$ cat src/rtl/abt_pkg.sv
// Package: shared types for the halt-aware imprecise abort deferral block.
// Assumes nothing beyond IEEE 1800-2017 enum support.
package abt_pkg;

    // Action taken on the pending slot in one cycle.
    typedef enum logic [1:0] {
        SLOT_HOLD  = 2'd0,
        SLOT_LOAD  = 2'd1,
        SLOT_CLEAR = 2'd2
    } slot_act_e;

    // Decide the pending-slot action from the qualified load and accept terms.
    function automatic slot_act_e slot_action(input logic load, input logic accept);
        if (load)        return SLOT_LOAD;
        else if (accept) return SLOT_CLEAR;
        else             return SLOT_HOLD;
    endfunction

endpackage

$ cat src/rtl/abt_drain_track.sv
// Module: abt_drain_track
// Tracks whether the first memory barrier after a debug halt has completed.
// Assumes halted_i is a level that is low whenever the core is running; the
// flag is held at 0 while running so it always reads 0 on halt entry.
module abt_drain_track (
    input  logic clk,
    input  logic rst_n,
    input  logic halted_i,
    input  logic barrier_done_i,
    output logic drain_done_o
);

    logic drain_q;
    logic drain_d;

    // Next-state: set by a barrier while halted, held while halted, cleared when running.
    always_comb begin
        if (!halted_i)
            drain_d = 1'b0;
        else if (barrier_done_i)
            drain_d = 1'b1;
        else
            drain_d = drain_q;
    end

    // State register with synchronous reset.
    always_ff @(posedge clk) begin
        if (!rst_n)
            drain_q <= 1'b0;
        else
            drain_q <= drain_d;
    end

    assign drain_done_o = drain_q;

endmodule

$ cat src/rtl/abt_sticky.sv
// Module: abt_sticky
// Holds the sticky "imprecise abort while halted" status bit.
// Assumes set_i and clr_i are single-cycle qualified strobes. SET_WINS picks
// which strobe dominates when both arrive in one cycle.
module abt_sticky #(
    parameter bit SET_WINS = 1'b1
) (
    input  logic clk,
    input  logic rst_n,
    input  logic set_i,
    input  logic clr_i,
    output logic sticky_o
);

    logic sticky_q;
    logic sticky_d;

    generate
        if (SET_WINS) begin : g_set_wins
            // Next-state: a new event survives a clearing read in the same cycle.
            always_comb begin
                if (set_i)
                    sticky_d = 1'b1;
                else if (clr_i)
                    sticky_d = 1'b0;
                else
                    sticky_d = sticky_q;
            end
        end else begin : g_clr_wins
            // Next-state: a clearing read dominates a same-cycle event.
            always_comb begin
                if (clr_i)
                    sticky_d = 1'b0;
                else if (set_i)
                    sticky_d = 1'b1;
                else
                    sticky_d = sticky_q;
            end
        end
    endgenerate

    // State register with synchronous reset.
    always_ff @(posedge clk) begin
        if (!rst_n)
            sticky_q <= 1'b0;
        else
            sticky_q <= sticky_d;
    end

    assign sticky_o = sticky_q;

endmodule

$ cat src/rtl/abt_pend_latch.sv
// Module: abt_pend_latch
// Single pending-abort slot: a valid flag and the abort's type code.
// Assumes the caller has already qualified the load (allowed window) and accept
// (request and acknowledge both high). A load in an accept cycle reloads.
module abt_pend_latch
    import abt_pkg::*;
#(
    parameter int TYPE_W = 4
) (
    input  logic              clk,
    input  logic              rst_n,
    input  logic              load_ok_i,
    input  logic [TYPE_W-1:0] load_type_i,
    input  logic              accept_i,
    output logic              pend_o,
    output logic [TYPE_W-1:0] type_o
);

    logic              pend_q;
    logic [TYPE_W-1:0] type_q;
    logic              load;
    slot_act_e         act;

    // Load only into an empty slot or one being emptied this cycle.
    always_comb begin
        load = load_ok_i && (!pend_q || accept_i);
        act  = slot_action(load, accept_i);
    end

    // Slot register: valid flag and type, synchronous reset.
    always_ff @(posedge clk) begin
        if (!rst_n) begin
            pend_q <= 1'b0;
            type_q <= '0;
        end else begin
            case (act)
                SLOT_LOAD: begin
                    pend_q <= 1'b1;
                    type_q <= load_type_i;
                end
                SLOT_CLEAR: pend_q <= 1'b0;
                default:    pend_q <= pend_q;
            endcase
        end
    end

    assign pend_o = pend_q;
    assign type_o = type_q;

endmodule

$ cat src/rtl/abt_take_ctl.sv
// Module: abt_take_ctl
// Forms the take request and the fault-log write strobe.
// Assumes the core samples take_req_o and answers with take_ack_i in the same
// cycle; an acknowledge without a request is ignored.
module abt_take_ctl #(
    parameter int TYPE_W = 4
) (
    input  logic              pend_i,
    input  logic [TYPE_W-1:0] type_i,
    input  logic              halted_i,
    input  logic              amask_i,
    input  logic              take_ack_i,
    output logic              take_req_o,
    output logic              accept_o,
    output logic              flog_we_o,
    output logic [TYPE_W-1:0] flog_type_o
);

    // Request only when pending, unmasked and running; log only on acceptance.
    always_comb begin
        take_req_o  = pend_i && !amask_i && !halted_i;
        accept_o    = take_req_o && take_ack_i;
        flog_we_o   = accept_o;
        flog_type_o = accept_o ? type_i : '0;
    end

endmodule

$ cat src/rtl/dbg_abort_defer.sv
// Module: dbg_abort_defer (top)
// Latches, defers and delivers imprecise data aborts around a debug halt.
// Assumes all inputs are synchronous to clk; barrier_done_i is a pulse, the
// other controls are levels or strobes sampled at each rising edge.
module dbg_abort_defer #(
    parameter int TYPE_W = 4
) (
    input  logic              clk,
    input  logic              rst_n,
    input  logic              halted_i,
    input  logic              abort_vld_i,
    input  logic [TYPE_W-1:0] abort_type_i,
    input  logic              barrier_done_i,
    input  logic              amask_i,
    input  logic              status_rd_i,
    input  logic              take_ack_i,
    output logic              take_req_o,
    output logic              pend_o,
    output logic [TYPE_W-1:0] pend_type_o,
    output logic              drain_done_o,
    output logic              sticky_abort_o,
    output logic              flog_we_o,
    output logic [TYPE_W-1:0] flog_type_o
);

    logic drain;
    logic accept;
    logic load_window;
    logic load_ok;
    logic sticky_set;

    // Barrier-complete status flag for the current halt.
    abt_drain_track u_drain (
        .clk            (clk),
        .rst_n          (rst_n),
        .halted_i       (halted_i),
        .barrier_done_i (barrier_done_i),
        .drain_done_o   (drain)
    );

    // Qualify aborts: latch when running or before the first barrier of a halt.
    always_comb begin
        load_window = !halted_i || !drain;
        load_ok     = abort_vld_i && load_window;
        sticky_set  = abort_vld_i && halted_i;
    end

    // Pending slot.
    abt_pend_latch #(.TYPE_W(TYPE_W)) u_slot (
        .clk         (clk),
        .rst_n       (rst_n),
        .load_ok_i   (load_ok),
        .load_type_i (abort_type_i),
        .accept_i    (accept),
        .pend_o      (pend_o),
        .type_o      (pend_type_o)
    );

    // Sticky halted-abort status bit.
    abt_sticky #(.SET_WINS(1'b1)) u_sticky (
        .clk      (clk),
        .rst_n    (rst_n),
        .set_i    (sticky_set),
        .clr_i    (status_rd_i),
        .sticky_o (sticky_abort_o)
    );

    // Request and fault-log generation.
    abt_take_ctl #(.TYPE_W(TYPE_W)) u_take (
        .pend_i      (pend_o),
        .type_i      (pend_type_o),
        .halted_i    (halted_i),
        .amask_i     (amask_i),
        .take_ack_i  (take_ack_i),
        .take_req_o  (take_req_o),
        .accept_o    (accept),
        .flog_we_o   (flog_we_o),
        .flog_type_o (flog_type_o)
    );

    assign drain_done_o = drain;

endmodule

$ cat config.mk
export PLATFORM = sky130hd
export DESIGN_NAME = dbg_abort_defer
export DESIGN_NICKNAME = d
export VERILOG_FILES = /design/src/rtl/abt_pkg.sv /design/src/rtl/abt_drain_track.sv /design/src/rtl/abt_sticky.sv /design/src/rtl/abt_pend_latch.sv /design/src/rtl/abt_take_ctl.sv /design/src/rtl/dbg_abort_defer.sv
export SDC_FILE = /design/constraint.sdc
export NUM_CORES = 1
export LEC_CHECK = 0
export ABC_CLOCK_PERIOD_IN_PS = 1300
export BUFFER_PORTS_ARGS = -buffer_cell sky130_fd_sc_hd__buf_4
export CAP_MARGIN = 0
export CORE_AREA = 2 2 39 41
export DETAILED_ROUTE_END_ITERATION = 8
export DIE_AREA = 0 0 41 43
export PLACE_DENSITY = 0.63
export SLEW_MARGIN = 10
export SYNTH_ARGS = -nofsm -noshare
export SYNTH_HDL_FRONTEND = slang
export SYNTH_SLANG_ARGS = --single-unit
export TNS_END_PERCENT = 10
$ cat constraint.sdc
create_clock -name clk -period 1.3 [get_ports clk]
set_input_delay 0.065 -clock clk [delete_from_list [all_inputs] [get_ports clk]]
set_output_delay 0.065 -clock clk [all_outputs]
set_load 0.02 [all_outputs]
; ---- Yosys cells after proc, flatten, opt, wreduce, memory -nomap -nowiden
; Index checks and enable logic that the tools add are counted.
[totals]
elab_cells = 27
input_bits = 12
output_inout_bits = 13
regBits = 7
[classes]
muxes = 6
n_reduce_logical = 15
eq_ne = 2
[op_table]
columns = cell, count
row1 = logical AND 1 bit, 6
row2 = logical NOT 1 bit, 4
row3 = two-way mux 2 bit, 2
row4 = two-way mux 4 bit, 1
row5 = nonzero test 2 bit, 2
row6 = "equality test 2 x 1 -> 1 bit, second input constant", 1
row7 = "equality test 2 bit, second input constant", 1
row8 = logical OR 1 bit, 2
row9 = two-way mux 1 bit, 2
row10 = one-hot mux 1 bit (2 select lines), 1
row11 = AND reduction 2 bit, 1

; ---- Longest topological paths before layout
; Gate-level depths: netlist of the first run.
[logic_depth]
depth_word = 9
depth_mapped = 3
depth_no_buf = 3

; ---- By module
; A second synthesis of the first run with hierarchy kept.
[hier_totals]
cells_unflattened = 36
area_unflattened_um2 = 356.6
[by_module_without_submodules]
columns = module, seq_area_each_um2, instances, area_per_inst_um2, cells_per_inst
row1 = abt_pend_latch, 100.1, 1, 210.2, 22
row2 = abt_take_ctl, 0.0, 1, 57.6, 7
row3 = abt_sticky, 20.0, 1, 41.3, 3
row4 = abt_drain_track, 20.0, 1, 30.0, 2
row5 = dbg_abort_defer, 0.0, 1, 17.5, 2

; ---- Worst setup path after synthesis of the first run
; Ideal clock, no wire load.
[synth_path]
path_kind = register -> output
startpoint = register u_slot.pend_q (netlist: u_slot.pend_o)
endpoint = output flog_type_o[0]
arrival_ps = 1045
stages_incl_launch_ff = 3
n_path_buf = 0
setup_slack_ps = 190
t_required_ps = 1235
cell_sequence = dfxtp_1 and4bb_4 and2_1
[synth_via]
elab_chain_cells = 4
[synth_rtl]
columns = item, line
row1 = from (decl), abt_pend_latch.sv:19  ; logic pend_q;
row2 = from (signal assigned), abt_pend_latch.sv:42  ; default: pend_q <= pend_q;
row3 = logical AND 1 bit (2 in a row), abt_take_ctl.sv:21  ; take_req_o = pend_i && !amask_i && !halted_i;
row4 = logical AND 1 bit, abt_take_ctl.sv:22  ; accept_o = take_req_o && take_ack_i;
row5 = net flog_we_o, dbg_abort_defer.sv:22  ; output logic flog_we_o,
row6 = two-way mux 4 bit, abt_take_ctl.sv:24  ; flog_type_o = accept_o ? type_i : '0;
row7 = to (decl), dbg_abort_defer.sv:23  ; output logic [TYPE_W-1:0] flog_type_o
; The timed path passes the listed nets, and every way through them passes these cells.

; ---- Final worst setup path of the first run
[layout_path]
startpoint = register u_slot.pend_q (netlist: u_slot.pend_o)
endpoint = output flog_type_o[3]
[layout_via]
elab_chain_cells = 4
[layout_rtl]
columns = item, line
row1 = logical AND 1 bit (2 in a row), abt_take_ctl.sv:21
row2 = logical AND 1 bit, abt_take_ctl.sv:22
row3 = two-way mux 4 bit, abt_take_ctl.sv:24
; No other way between the ends.

==> results of run 1 <==
[worst register-to-register path, delay by kind of cell, from the launching register on]
| family | cells | cell delay, ns |
|---|---|---|
| compound gates | 2 | 0.33 |
| flops | 1 | 0.37 |
| mux | 1 | 0.12 |
[cell type report]
type                       count  area [um2]
sequential                     7         141
clock buffer                   4        26.3
multi-input combinational     29         189
tap                           16        20.0
timing repair buffer          24         180
fill                         148         827
[repair_timing]
item,CTS,global route
hold buffers,0,0
buffers inserted,0,0
setup endpoints to repair,0,4
resized for setup,0,1
[metal layers]
| layer | vias up | global-route usage | routed length (um) |
|---|---|---|---|
| li1 | 179 | - | - |
| met1 | 157 | 0.126 | 361 |
| met2 | 15 | 0.128 | 361 |
| met3 | 0 | 0.0524 | 88 |
| met4 | 0 | 0.0600 | 0 |
| met5 | - | 0 | 0 |
[cell families (layout without fill, tap and decap cells)]
family / after synthesis / count (layout) / synth area share
flip-flops: 7 / 7 / 0.421
buffers and inverters: 1 / 28 / 0.0113
AND/OR/NAND/NOR: 20 / 20 / 0.331
AO/OA/AOI/OAI: 5 / 5 / 0.117
multiplexers: 4 / 4 / 0.120
[flip-flops by register name, indices dropped and copies added (netlist names)]
signal / count
u_slot.pend_o: 1
u_sticky.sticky_o: 1
u_slot.type_o: 4
u_drain.drain_done_o: 1
[cells in the final DEF, fill, tap and decap left out, drive strengths merged]
cell,n
nand2,11
nor3b,2
o211a,1
o21a,1
a21oi,1
and2,4
clkbuf,4
and4bb,1
dfxtp,7
a21boi,2
mux2i,4
buf,24
nand2b,2
[per-stage QoR]
step / setup WS (ns) / cell area, um2 / std cells
after floorplan: 0.190 / 333 / 37
after global placement: 0.320 / 529 / 76
final: 0.0843 / 557 / 80
after detailed placement: 0.287 / 529 / 76
after CTS: 0.0174 / 556 / 80
after global routing: 0.0380 / 557 / 80
[worst min path at each step]
stage / start / end / slack [ns] / cells past startpoint
2_1_floorplan: barrier_done_i / u_drain.drain_done_o / 0.20 / 1
3_3_place_gp: barrier_done_i / u_drain.drain_done_o / 0.29 / 2
3_5_place_dp: barrier_done_i / u_drain.drain_done_o / 0.30 / 2
4_1_cts: barrier_done_i / u_drain.drain_done_o / 0.04 / 2
5_1_grt: barrier_done_i / u_drain.drain_done_o / 0.04 / 2
6_report: barrier_done_i / u_drain.drain_done_o / 0.04 / 2
[power groups by stage]
stage / clock network (mW) / registers [mW] / logic (mW)
floorplan: 0 / 0.260 / 0.0384
global placement: 0 / 0.244 / 0.115
detailed placement: 0 / 0.245 / 0.116
CTS: 0.205 / 0.240 / 0.116
global route: 0.218 / 0.242 / 0.126
finish: 0.197 / 0.240 / 0.114
==> impl_metrics.yaml, run 1 <==
die:
  num_rows: 14
  coreArea_um2: 1380
  die_h_um: 43
  start_util: 0.241
  die_width_um: 41
  ios: 25
  die_area_um2: 1760
timing:
  setup_viol: 0
  rsz0062_at_grt: "false"
  hold_viol_final: 0
  slew_headroom: 0.866
  worst_slew_pin_slew_ns: 0.201
  finalCritPeriodShare: 0.935
  max_freq_mhz: 823
  finalMaxSlewViolations: 0
  hold_slack_ns: 0.0428
  skew_ns: 0.00804
  fin_crit_ns: 1.22
  tns_ns: 0
cells_and_area:
  layout.nets: 77
  area_delta_synth_final_pct: 67.3
  final_util: 0.402
  drive_above_1_share: 0.469
  antenna_cells: 0
synth:
  yosysMostFrequentCell: "nand2_1"
  syn_area_per_cell_um2: 9.00
  yosys-top-cells-area: "dfxtp_1, nand2_1, mux2i_1, and2_1, and4bb_4"
  synth_edf_count: 0
  synth_seq_cells: 7
  seq_area_frac_synth: 0.421
  synth_common_cells: "nand2_1, dfxtp_1, and2_1, mux2i_1"
  synth_area_um2: 333
  post_synth_num_cell_types: 13
  syn-instance-count: 37
  syn-num-nets: 49
  netlist.top_cell.by_area: "dfxtp_1"
  synthFlopType: "dfxtp_1"
  ys_warn_count: 0
  async_reset_ff_frac: 0
  synth_top_area_share: 0.421
setup_path:
  crit_type: "flip-flop to primary output"
  reg2reg_depth: 3
  cp-startpoint: "u_slot.pend_o"
  regToRegSetupSlack_ns: 0.37
  crit_end: "flog_type_o[3]"
  end_kind: "primary output"
  critical_path.top_delay_family: "simple AND/OR/NAND/NOR gates"
  critical_path_cell_count: 3
  timing.rr.end: "u_slot.type_o[3]"
  worst-path-max-fanout: 6
  r2r_start: "u_drain.drain_done_o"
  cp-start-kind: "flip-flop"
  slowest_stage: "dfxtp_2"
  cp_slowest_stage_delay_ns: 0.35
  crit_chain: "and4bb_4 -> and2_1 -> buf_4"
  critical_path_buf_inv_count: 1
  crit_required_ns: 1.24
  worst-endpoint-arrival_ns: 1.15
drt:
  detail_route.wl_per_cell_um: 10.2
  drc_errors: 0
  ant_nets: 0
  drt_wl_total_um: 812
  drt-vias-per-instance: 4.39
  drt-initial-drc-count: 4
  num_vias: 351
  drt_first_pass_iters: 2
min_path:
  holdCritPathClass: "input port to flip-flop"
clock_network:
  clockBufferDepth: 2
  clock_latency_ns: 0.25
  ctsRootBufferMaster: "clkbuf_4"
  clock_sinks: 7
  clk_pin_slew_worst_paths_ns: 0.05
  cts_made_buffers: 3
  cts_tree: "done"
  htree_num_levels: 1
global_route:
  antenna_found_initial: 0
  grt_pass1_vias: 283
  overflow: 0
  grt_pass1_wl_um: 1140
  grt_max_degree: 12
  grt.total_usage: 0.0995
pwr:
  irDropWorstVdd_mv: 0.399
  p_sw_uw: 143
  p_total_uw: 551
  power_density_nw_per_um2: 990
  p_sw_frac: 0.260
  p_leak_nw: 0.276
  p_int_uw: 408
  p_clk_frac: 0.357
  comb_power_share: 0.207
  seq_power_share: 0.436
placed_design:
  gp_congestion: 0.597
  io_buffers: 24
run_status:
  status: "complete, no violations"
job:
  drv_cap: 0
(Power assumes the default switching activity.)
==> inputs of run 2 (changes only) <==
Settings changed: ABC_CLOCK_PERIOD_IN_PS 1300 to 1200, CORE_AREA 2 2 39 41 to 5 5 42 44, DIE_AREA 0 0 41 43 to 0 0 47 49.
Clock period 1.3 ns to 1.2 ns, I/O delays scaled along.
==> run 2 against run 1 <==
Net effect:
- clock power up 3%
- worst hold slack better by 0.0040 ns
- total power up 7.5%
- non-clock buffer count up 1
- count of clock-buffer cells in the layout unchanged
- flip-flop and latch count unchanged
- final cell count up 1.3%
- via count up 0.85%
- critical path type unchanged
- critical endpoint is now flog_type_o[2]
- highest routed layer unchanged
==> impl_metrics.yaml, run 2 (synthesis results as in run 1) <==
run_status:
  status: "complete, no violations"
cells_and_area:
  final_common_cell: "buf_4"
  final_util: 0.419
  area_delta_synth_final_pct: 76.3
  drive_above_1_share: 0.523
  mostFrequentLayoutCells: "buf_4, nand2_1, dfxtp_1"
  nFillCells: 144
  antenna_cells: 0
  largest_register_ffs: 4
  layout.nets: 78
drt:
  detail_route.wl_per_cell_um: 10.9
  drt_first_pass_iters: 1
  drc_errors: 0
  drt-vias-per-instance: 4.37
  ant_nets: 0
  drt-initial-drc-count: 0
  num_vias: 354
  drt_wl_total_um: 881
pwr:
  irDropWorstVdd_mv: 0.394
  power_density_nw_per_um2: 1010
  p_leak_nw: 0.288
  p_total_uw: 593
setup_path:
  cp_slowest_stage_delay_ns: 0.34
  crit_type: "flip-flop to primary output"
  reg2reg_depth: 3
  crit_required_ns: 1.14
  slowest_stage: "dfxtp_2"
  worst-endpoint-arrival_ns: 1.13
  end_kind: "primary output"
  worst-path-max-fanout: 6
  cp-start-kind: "flip-flop"
  crit_chain: "and4bb_4 -> and2_4 -> buf_6"
clock_network:
  clockBufferDepth: 2
  cts_made_buffers: 3
  cts_tree: "done"
  clock_sinks: 7
  ctsRootBufferMaster: "clkbuf_4"
  postCtsHoldBufs: 0
  clk_pin_slew_worst_paths_ns: 0.05
  htree_num_levels: 1
  clock_latency_ns: 0.24
global_route:
  grt_max_degree: 12
  grt_pass1_vias: 335
  antenna_found_initial: 0
  grt_pass1_wl_um: 1300
  overflow: 0
  grt.total_usage: 0.0811
timing:
  setup_viol: 0
  rsz0062_at_grt: "true"
  slew_headroom: 0.891
  worst_slew_pin_slew_ns: 0.163
  skew_ns: 0.00184
  finalMaxSlewViolations: 0
  finalCritPeriodShare: 0.992
  hold_viol_final: 0
  max_freq_mhz: 840
  fin_crit_ns: 1.19
placed_design:
  gp_congestion: 0.743
  io_buffers: 24
job:
  drv_cap: 0
die:
  coreArea_um2: 1400
  start_util: 0.237
  num_rows: 14
  ios: 25
  die_width_um: 47
  die_h_um: 49
  die_area_um2: 2300
min_path:
  holdCritPathClass: "input port to flip-flop"
  hold_path_depth: 2
## run 2: through the flow
stage                     TNS [ns]  cell area [um2]  cells  setup slack, ns  hold WS [ns]
after floorplan                  0              333     37           0.0947         0.198
after global placement           0              529     76            0.220         0.295
after detailed placement         0              529     76            0.197         0.298
after CTS                  -0.0298              572     81          -0.0153        0.0364
after global routing        -0.141              587     81          -0.0393        0.0459
final                            0              587     81          0.00938        0.0469
## run 2: path summary, 6_finish.rpt
check	start	endpoint	slack [ns]
hold / removal	barrier_done_i	u_drain.drain_done_o	0.05
setup reg to reg	u_drain.drain_done_o	u_slot.type_o[3]	0.27
hold reg to reg	u_slot.type_o[1]	u_slot.type_o[1]	0.47
setup / recovery	u_slot.pend_o	flog_type_o[2]	0.009
## run 2: area by class of cell
type                       instances  area (um2)  area share
multi-input combinational         29         196       0.335
tap                               16        20.0      0.0341
clock buffer                       4        26.3      0.0448
timing repair buffer              25         203       0.345
sequential                         7         141       0.241
## run 2: timing repair
item                                    4_1_cts  5_1_grt
gates resized for setup                       3        5
pin swaps                                     1        2
setup buffers                                 1        0
endpoints found under the setup margin        4        4
## run 2: routing by layer
layer  track usage  vias to the layer above  routed length [um]
met3        0.0517                        0                 121
met2         0.120                       15                 404
li1              -                      183                   -
met4        0.0415                        0                   0
met1        0.0861                      156                 355
met5             0                        -                   0
## run 2: critical path: cells and delay by family (launching register included)
family                 cells  cell delay, ns
buffers and inverters      1            0.11
DFF                        1            0.34
and+or+nand+nor            2            0.44
## run 2: where the power goes
| group | switching, mW | leakage (nW) | internal (mW) |
|---|---|---|---|
| clock | 0.0766 | 0.0150 | 0.126 |
| sequential | 0.0116 | 0.0579 | 0.249 |
| combinational | 0.0591 | 0.215 | 0.0700 |
| total | 0.147 | 0.288 | 0.445 |
==> inputs of run 3 (changes only) <==
Settings changed: PLACE_DENSITY 0.63 to not set.
==> run 3 against run 2 <==
Net effect:
- non-clock buffer count stayed put
- maximum frequency is 2.6% higher
- count of clock-buffer cells in the layout stayed put
- clock power is 4% higher
- clock skew is 0.0015 ns lower
- total power is 1.8% higher
- register-to-register slack worse by 0.10 ns
- sequential share of layout area is 0.10 points lower
- flip-flop and latch count stayed put
- final cell count stayed put
- sequential power hardly changed
- critical path type unchanged
- largest cell class unchanged
- largest power group unchanged
==> impl_metrics.yaml, run 3 (synthesis results as in run 1) <==
timing:
  hold_viol_final: 0
  worst_slew_pin_slew_ns: 0.163
  rsz0062_at_grt: "true"
  setup_viol: 0
  finalMaxSlewViolations: 0
  max_freq_mhz: 862
  slew_headroom: 0.891
  skew_ns: 0.000391
  hold_slack_ns: 0.0334
  layout_setup_ws_ns: 0.0400
  finalCritPeriodShare: 0.967
  fin_crit_ns: 1.16
die:
  die_area_um2: 2300
  ios: 25
  num_rows: 14
  die_h_um: 49
  coreArea_um2: 1400
  start_util: 0.237
  die_width_um: 47
setup_path:
  worst-path-max-fanout: 6
  cp-startpoint: "u_slot.pend_o"
  cp-start-kind: "flip-flop"
  reg2reg_depth: 4
  crit_required_ns: 1.14
  end_kind: "primary output"
  worst-endpoint-arrival_ns: 1.10
  timing.rr.end: "u_slot.type_o[1]"
  regToRegSetupSlack_ns: 0.17
  r2r_start: "u_slot.pend_o"
  crit_type: "flip-flop to primary output"
drt:
  drt_first_pass_iters: 4
  drt-vias-per-instance: 4.48
  drt_wl_total_um: 934
  ant_nets: 0
  num_vias: 363
  detail_route.wl_per_cell_um: 11.5
  drc_errors: 0
  drt-initial-drc-count: 8
global_route:
  met2_usage: 0.124
  antenna_found_initial: 0
  grt_util_met1: 0.112
  grt_pass1_vias: 400
  grt_pass1_wl_um: 1530
  overflow: 0
  grt.total_usage: 0.0894
  grt_max_degree: 12
  met3_usage: 0.0332
  busiest_layer: "met2"
placed_design:
  place_inst: 76
  io_buffers: 24
  dpl.hpwl_um: 730
  dpl_worst_slack_ns: 0.198
  gp_congestion: 0.633
cells_and_area:
  mostFrequentLayoutCells: "buf_4, nand2_1, dfxtp_1"
  area_delta_synth_final_pct: 77.1
  final_common_cell: "buf_4"
  antenna_cells: 0
  largest_register_ffs: 4
  final_util: 0.421
  drive_above_1_share: 0.538
  layout.nets: 78
  layout.cells.non_filler: 81
clock_network:
  clock_sinks: 7
  ctsRootBufferMaster: "clkbuf_4"
  clockBufferDepth: 2
  clk_pin_slew_worst_paths_ns: 0.05
  clock_latency_ns: 0.24
  postCtsHoldBufs: 0
  htree_num_levels: 1
  cts_tree: "done"
  cts_made_buffers: 3
pwr:
  p_int_uw: 446
  p_total_uw: 604
  p_sw_frac: 0.262
  p_clk_frac: 0.352
  p_sw_uw: 158
  comb_power_share: 0.218
  irDropWorstVdd_mv: 0.512
  power_density_nw_per_um2: 1020
  seq_power_share: 0.431
  p_leak_nw: 0.290
run_status:
  status: "complete, no violations"
job:
  drv_cap: 0
min_path:
  hold_path_depth: 2
  hold_end: "u_drain.drain_done_o"
  min_from: "barrier_done_i"
  holdCritPathClass: "input port to flip-flop"
==> run 3: cell type report <==
class | instances | area (um2)
Fill cell | 161 | 812
Multi-Input combinational cell | 29 | 199
Tap cell | 16 | 20.0
Timing Repair Buffer | 25 | 203
Sequential cell | 7 | 141
Clock buffer | 4 | 26.3
==> run 3: through the flow <==
| step | TNS, ns | instance area [um2] |
|---|---|---|
| after global routing | -0.0234 | 589 |
| after detailed placement | 0 | 529 |
| after CTS | 0 | 564 |
| final | 0 | 589 |
| after global placement | 0 | 529 |
| after floorplan | 0 | 333 |
==> run 3: layer usage <==
layer	part of all wire	up-vias
li1	-	179
met1	0.45	160
met2	0.42	22
met3	0.12	2
met4	0.0054	0
met5	0	-
==> run 3: power by group through the flow <==
stage	combinational, mW	sequential [mW]	clock, mW
after global placement	0.126	0.265	0
after detailed placement	0.126	0.265	0
after global routing	0.143	0.262	0.230
after floorplan	0.0415	0.282	0
final	0.131	0.260	0.212
after CTS	0.132	0.259	0.217
==> run 3: repair_timing <==
action,CTS,global route
resized for setup,1,8
buffers inserted,1,0
pin swaps,1,4
setup endpoints to repair,4,4
gates cloned,0,0
==> run 3: critical path: stages (launching register included) <==
cell      delay, ns
dfxtp_2        0.32
and4bb_4       0.27
and2_4         0.15
buf_6          0.11
==> run 3: worst max-delay path by stage <==
stage | depth (start not counted) | end | slack [ns]
after floorplan | 2 | flog_type_o[0] | 0.09
after global placement | 3 | flog_type_o[0] | 0.23
after detailed placement | 3 | flog_type_o[2] | 0.20
after CTS | 3 | flog_type_o[2] | 0.02
after global routing | 3 | flog_type_o[2] | -0.008
final | 3 | flog_type_o[3] | 0.04
